$ cat config.mk
export PLATFORM = sky130hd
export DESIGN_NAME = dma_irq_bank
export DESIGN_NICKNAME = d
export VERILOG_FILES = /design/src/rtl/dma_irq_pkg.sv /design/src/rtl/dma_irq_slot.sv /design/src/rtl/dma_irq_rdmux.sv /design/src/rtl/dma_irq_bank.sv
export SDC_FILE = /design/constraint.sdc
export NUM_CORES = 1
export LEC_CHECK = 0
export BUFFER_PORTS_ARGS = -buffer_cell sky130_fd_sc_hd__buf_2
export CORE_MARGIN = 2
export CORE_UTILIZATION = 51
export CTS_BUF_LIST = sky130_fd_sc_hd__clkbuf_4 sky130_fd_sc_hd__clkbuf_8 sky130_fd_sc_hd__clkbuf_16
export CTS_CLUSTER_DIAMETER = 60
export DETAILED_ROUTE_END_ITERATION = 8
export GPL_ROUTABILITY_DRIVEN = 1
export PLACE_DENSITY_LB_ADDON = 0.1
export SKIP_CTS_REPAIR_TIMING = 1
export SLEW_MARGIN = 0
export SYNTH_ARGS = -nofsm -noshare
export SYNTH_HDL_FRONTEND = slang
export SYNTH_SLANG_ARGS = --single-unit
$ cat constraint.sdc
create_clock -name clk_i -period 1.8 [get_ports clk_i]
set_clock_uncertainty 0.15 [all_clocks]
set_input_delay 0.18 -clock clk_i [delete_from_list [all_inputs] [get_ports clk_i]]
set_output_delay 0.18 -clock clk_i [all_outputs]
set_load 0.005 [all_outputs]
$ cat src/rtl/dma_irq_pkg.sv
package dma_irq_pkg;
  localparam int REG_W        = 32;
  localparam int GRP_W        = 4;   // bits reserved per channel
  localparam int EVT_W        = 3;   // implemented bits per channel
  localparam int CH_PER_WORD  = REG_W / GRP_W;
  localparam int MAX_CH       = 16;
  localparam int NUM_WORDS    = MAX_CH / CH_PER_WORD;
  localparam int EN_BASE      = 'h00;
  localparam int PEND_BASE    = 'h10;
  localparam int WORD_STRIDE  = 4;

  // event position inside a channel group
  localparam int EV_HALF  = 0;
  localparam int EV_PKG   = 1;
  localparam int EV_QUEUE = 2;
endpackage

$ cat src/rtl/dma_irq_slot.sv
// Enable and pending state of one channel.
module dma_irq_slot
  import dma_irq_pkg::*;
(
  input  logic             clk_i,
  input  logic             rst_ni,
  input  logic             en_we_i,
  input  logic [EVT_W-1:0] en_wdata_i,
  input  logic [EVT_W-1:0] pend_clr_i,
  input  logic [EVT_W-1:0] evt_i,
  output logic [EVT_W-1:0] en_q_o,
  output logic [EVT_W-1:0] pend_q_o
);
  logic [EVT_W-1:0] en_q, en_d;
  logic [EVT_W-1:0] pend_q, pend_d;
  logic             pend_ce;

  always_comb begin
    en_d    = en_wdata_i;
    // a new event takes priority over a clear in the same cycle
    pend_d  = (pend_q & ~pend_clr_i) | evt_i;
    pend_ce = (|pend_clr_i) | (|evt_i);
  end

  always_ff @(posedge clk_i or negedge rst_ni) begin
    if (!rst_ni) begin
      en_q   <= '0;
      pend_q <= '0;
    end else begin
      if (en_we_i) en_q   <= en_d;
      if (pend_ce) pend_q <= pend_d;
    end
  end

  assign en_q_o   = en_q;
  assign pend_q_o = pend_q;
endmodule

$ cat src/rtl/dma_irq_rdmux.sv
// Read-data selection over the enable and pending words.
module dma_irq_rdmux
  import dma_irq_pkg::*;
#(
  parameter int ADDR_W = 8
) (
  input  logic [ADDR_W-1:0]          addr_i,
  input  logic [NUM_WORDS*REG_W-1:0] en_flat_i,
  input  logic [NUM_WORDS*REG_W-1:0] pend_flat_i,
  output logic [REG_W-1:0]           rdata_o
);
  always_comb begin
    rdata_o = '0;
    for (int w = 0; w < NUM_WORDS; w++) begin
      if (addr_i == ADDR_W'(EN_BASE + w * WORD_STRIDE))
        rdata_o = en_flat_i[w*REG_W +: REG_W];
      if (addr_i == ADDR_W'(PEND_BASE + w * WORD_STRIDE))
        rdata_o = pend_flat_i[w*REG_W +: REG_W];
    end
  end
endmodule

$ cat src/rtl/dma_irq_bank.sv
module dma_irq_bank
  import dma_irq_pkg::*;
#(
  parameter int NUM_CH = 12,
  parameter int ADDR_W = 8
) (
  input  logic              clk_i,
  input  logic              rst_ni,
  input  logic              reg_wr_i,
  input  logic [ADDR_W-1:0] reg_addr_i,
  input  logic [REG_W-1:0]  reg_wdata_i,
  output logic [REG_W-1:0]  reg_rdata_o,
  input  logic [NUM_CH-1:0] evt_half_i,
  input  logic [NUM_CH-1:0] evt_pkg_i,
  input  logic [NUM_CH-1:0] evt_queue_i,
  output logic              irq_o
);
  logic [NUM_WORDS-1:0]          en_wsel;
  logic [NUM_WORDS-1:0]          pend_wsel;
  logic [NUM_WORDS*REG_W-1:0]    en_flat;
  logic [NUM_WORDS*REG_W-1:0]    pend_flat;
  logic [EVT_W*NUM_CH-1:0]       en_all;
  logic [EVT_W*NUM_CH-1:0]       pend_all;
  logic                          irq_d, irq_q;
  logic                          unused_wdata;

  assign unused_wdata = ^reg_wdata_i;

  // word select decode
  for (genvar w = 0; w < NUM_WORDS; w++) begin : g_word
    assign en_wsel[w]   = reg_wr_i && (reg_addr_i == ADDR_W'(EN_BASE + w * WORD_STRIDE));
    assign pend_wsel[w] = reg_wr_i && (reg_addr_i == ADDR_W'(PEND_BASE + w * WORD_STRIDE));
  end

  // one lane per possible channel; lanes beyond NUM_CH read as zero
  for (genvar n = 0; n < MAX_CH; n++) begin : g_lane
    localparam int W = n / CH_PER_WORD;
    localparam int B = (n % CH_PER_WORD) * GRP_W;
    if (n < NUM_CH) begin : g_live
      logic [EVT_W-1:0] en_q, pend_q, clr, evt;
      assign evt = {evt_queue_i[n], evt_pkg_i[n], evt_half_i[n]};
      assign clr = pend_wsel[W] ? reg_wdata_i[B +: EVT_W] : '0;
      dma_irq_slot u_slot (
        .clk_i      (clk_i),
        .rst_ni     (rst_ni),
        .en_we_i    (en_wsel[W]),
        .en_wdata_i (reg_wdata_i[B +: EVT_W]),
        .pend_clr_i (clr),
        .evt_i      (evt),
        .en_q_o     (en_q),
        .pend_q_o   (pend_q)
      );
      assign en_flat[W*REG_W + B +: GRP_W]   = {1'b0, en_q};
      assign pend_flat[W*REG_W + B +: GRP_W] = {1'b0, pend_q};
      assign en_all[n*EVT_W +: EVT_W]        = en_q;
      assign pend_all[n*EVT_W +: EVT_W]      = pend_q;
    end else begin : g_absent
      assign en_flat[W*REG_W + B +: GRP_W]   = '0;
      assign pend_flat[W*REG_W + B +: GRP_W] = '0;
    end
  end

  dma_irq_rdmux #(.ADDR_W(ADDR_W)) u_rdmux (
    .addr_i      (reg_addr_i),
    .en_flat_i   (en_flat),
    .pend_flat_i (pend_flat),
    .rdata_o     (reg_rdata_o)
  );

  always_comb begin
    irq_d = |(pend_all & en_all);
  end

  always_ff @(posedge clk_i or negedge rst_ni) begin
    if (!rst_ni) irq_q <= 1'b0;
    else         irq_q <= irq_d;
  end

  assign irq_o = irq_q;
endmodule

# Word level (Yosys, flattened, before mapping)
# Index checks and enable logic that the tools add are counted.
# classes
eq_ne	3
n_mux	16
n_bitwise	49
n_reduce_logical	30
# ops
operator	count
$mux 31	4
$reduce_or 3->1	24
$and 3x3->3	12
$and 36x36->36	1
$mux 3	12
$not 3->3	12
$or 3x3->3	12
$reduce_or 36->1	1
$eq 8x5->1 const B	2
$or 1x1->1	12
$eq 8x3->1 const B	1
$logic_not 8->1	1
$logic_and 1x1->1	4
# totals
reg_bits	73
input_bits	79
elab_cells	123

# Longest topological paths before layout
# depth
word_depth	6
mapped_depth	6
ltp_nobuf	4

# Modules after synthesis
# Synthesis repeated with hierarchy kept, for this count alone.
# hier_totals
cells_unflattened	332
area_unflattened_um2	4172.8
# modules_own_cells
module	n_inst	cells_each	area_each_um2	seq_area_each_um2
dma_irq_slot	12	15	217.7	150.1
dma_irq_rdmux	1	79	1017.2	0.0
dma_irq_bank	1	73	543.0	25.0

# Least setup slack after synthesis
# OpenSTA, ideal clock, no wires.
# synth_timing
kind	input port to output port
from	in reg_addr_i[2]
to	out reg_rdata_o[10]
arrival_time_ns	1.486
required_time_ns	1.470
slack_ns	-0.016
path_stages	4
path_cell_list	or4_4 > or4_4 > buf_6 > o21ai_1
# synth_between
elab_chain_cells	5
# synth_lines
element	line_no	text
start: declaration	dma_irq_bank.sv:10	input logic [ADDR_W-1:0] reg_addr_i,
$logic_not 8->1	dma_irq_rdmux.sv:15	if (addr_i == ADDR_W'(EN_BASE + w * WORD_STRIDE))
$mux 31	dma_irq_rdmux.sv:15	
$mux 31	dma_irq_rdmux.sv:17	if (addr_i == ADDR_W'(PEND_BASE + w * WORD_STRIDE))
$mux 31	dma_irq_rdmux.sv:15	
$mux 31 *	dma_irq_rdmux.sv:17	
end: declaration	dma_irq_bank.sv:12	output logic [REG_W-1:0] reg_rdata_o,
# Mark *: on every way between the ends. The rest lies on a longest branch, timed or not.

# Final worst setup path
# layout_timing
from	in reg_addr_i[0]
to	out reg_rdata_o[2]
# The elaborated chain is that of the path after synthesis.

==> flow_summary.json <==
{
  "fin_crit_ps": 2020,
  "maxCapViolations": 0,
  "status": "finished with violations",
  "floorplan.core_area_mm2": 0.00676,
  "crit_path_top_delay_cell": "or4_4",
  "seq_area_frac_synth": 0.514,
  "ys_types": 28,
  "overall_fraction_of_global_route_tracks_in_use": 0.239,
  "worstSetupStartpointType": "input port",
  "route.final.wire_length_um": 9980,
  "critPathRequiredTime_ps": 1470,
  "synthDominantAreaCellType": "dfrtp_1",
  "num_rows": 30,
  "clk_pin_slew_ps": 70,
  "hold_path_class": "in2reg",
  "worstHoldPathCells": 2,
  "drive_above_1_share": 0.398,
  "yosys_warnings": 0,
  "drt_first_pass_iters": 4,
  "failed_checks": "setup timing",
  "worstSetupPathType": "in2out",
  "clkSinkCount": 73,
  "vdd_drop_max_uv": 526,
  "die_w_um": 87.5,
  "grt.overflow.total": 0,
  "gpl.final_weighted_congestion": 0.878,
  "r2r_path_start": "g_lane[6].g_live.u_slot.pend_q_o[0]",
  "clock.fmax_mhz": 494,
  "synth.cells.most_frequent": "dfrtp_1, nand2_1, a21o_1",
  "wire_length_of_the_first_global_routing_pass_um": 13700,
  "path_max_fanout": 6,
  "reg2regPathDepth": 4,
  "min_period_over_period": 1.12,
  "die_height_um": 87.5,
  "grt_start_max_net_pins": 74,
  "detailed_place_hpwl_um": 6370,
  "most_used_standard_cell_by_instance_count_after_synthesis": "dfrtp_1",
  "layout-area-overhead-vs-synth_pct": 41.4,
  "via_count": 3012,
  "detail_route.iter0.violations": 205,
  "power_leakage_uw": 0.00232,
  "dominantRegCellSynth": "dfrtp_1",
  "synthCells": 289,
  "post_drt_via_cell_ratio": 5.56,
  "powerDensity_mw_per_mm2": 645,
  "netlist.area_leader.share": 0.514,
  "report.final.hold_viol_count": 0,
  "port-buffer-count": 95,
  "placed_cells": 467,
  "postSynthRegisterBits": 73,
  "post_synth_main_area_contributors": "dfrtp_1, mux2_4, a21o_1",
  "hold_path_end": "g_lane[3].g_live.u_slot.en_q_o[2]",
  "finalNonFillerCells": 542,
  "grt_antenna_before_repair": 0,
  "crit_chain": "buf_6, or4_4, or4_4, o21ai_2, buf_2",
  "worst_hold_startpoint": "reg_wdata_i[14]",
  "layout.core_utilization": 0.744,
  "grt_setup_unrepaired": "true",
  "numCtsBuffers": 9,
  "grt_pass1_vias": 2661,
  "pin_count": 112,
  "critical_path.reg2reg.endpoint": "irq_o",
  "ctsLongestPathBuffers": 2,
  "worst_path_largest_cell_delay_ps": 580,
  "syn_area_mm2": 0.00355,
  "nets": 539,
  "worstSetupEndpointType": "output port",
  "cp_data_arrival_time_ps": 1690,
  "start_util": 0.526,
  "drcViolationCount": 0,
  "tritoncts": "done",
  "postLayoutSetupSlackWorst_ps": -224,
  "diodes": 0,
  "clk-insertion-delay-late_ps": 340,
  "final-max-slew-violation-count": 0,
  "floorplan.die_area_mm2": 0.00765,
  "post_synth.cell_area_avg_um2": 12.3,
  "drt.antenna.violating_nets": 0,
  "async_flop_share": 1.00,
  "htree_levels": 3,
  "reg2reg_setup_slack_ps": 140,
  "clock_tree.root_cell": "clkbuf_8",
  "cell_mode_on_critical_path": "or4_4",
  "routed_wire_length_per_instance_um": 18.4,
  "setup_viol": 24,
  "synth_enable_flop_cells": 0
}
==> sequential cells by signal, indices dropped and copies added, names as in the netlist <==
signal,count
g_lane.g_live.u_slot.en_q_o,36
g_lane.g_live.u_slot.pend_q_o,36
irq_o,1
==> kinds of logic (layout without fill, tap and decap cells) <==
kind of cell           count (synthesis)  count (layout)  synth area share
AOI/OAI and AO/OA                     90              90             0.187
DFF                                   73              73             0.514
and+or+nand+nor                       55              56            0.0859
muxes                                 48              48             0.169
buffers and inverters                 22             187            0.0436
other                                  1               8           0.00105
==> worst max path at each step <==
stage	startpoint	to	slack [ps]	depth (start not counted)
6_report	reg_addr_i[0]	reg_rdata_o[2]	-220	5
5_1_grt	reg_addr_i[0]	reg_rdata_o[12]	-270	5
4_1_cts	reg_addr_i[2]	reg_rdata_o[1]	-240	5
3_5_place_dp	reg_addr_i[2]	reg_rdata_o[1]	-250	5
3_3_place_gp	reg_addr_i[2]	reg_rdata_o[0]	-180	5
2_1_floorplan	reg_addr_i[2]	reg_rdata_o[10]	-20	4
==> power breakdown <==
part           switching, uW  internal (uW)  total, uW
clock network            546            544       1090
logic                    177            249        426
registers               38.0           1690       1730
total                    761           2480       3240
==> cells in the final DEF (no fill, tap or decap), types with 12 or more instances in the layout <==
master,Yosys,final
a21o_1,36,36
a22o_1,13,13
a22oi_1,28,28
buf_2,4,94
dfrtp_1,73,73
dlygate4sd3_1,0,60
mux2_2,16,16
mux2_4,20,20
mux2i_1,12,12
nand2_1,37,37
==> final cells by class <==
cell class,count,area [um^2]
clock buffer,12,153
clock inverter,1,5.00
inverter,1,3.75
timing repair buffer,173,1290
tap,80,100
fill,483,1730
multi-input combinational,202,1650
sequential,73,1830
==> layer usage <==
layer,wire length (um),up-vias,GRT usage
li1,-,1393,-
met1,4220,1489,0.324
met2,4970,115,0.375
met3,621,15,0.0654
met4,176,0,0.0755
met5,0,-,0
==> worst max-delay path, delay by kind of cell <==
family,cells,cell delay [ps]
buffers and inverters,2,220
AND/OR/NAND/NOR,2,1140
AO/OA/AOI/OAI,1,150
==> through the flow <==
stage / TNS (ps) / worst slack, ps / power (uW) / cell area [um^2] / hold WS, ps
6_report: -3460 / -224 / 3240 / 5030 / 0.0786
5_1_grt: -4400 / -269 / 3370 / 5030 / 0.444
4_1_cts: -3540 / -244 / 3160 / 4340 / -276
3_5_place_dp: -10570 / -248 / 2070 / 4180 / 91.2
3_3_place_gp: -9160 / -184 / 2060 / 4180 / 95.8
2_1_floorplan: -157 / -15.7 / 1890 / 3580 / -266
(Power assumes the default switching activity.)
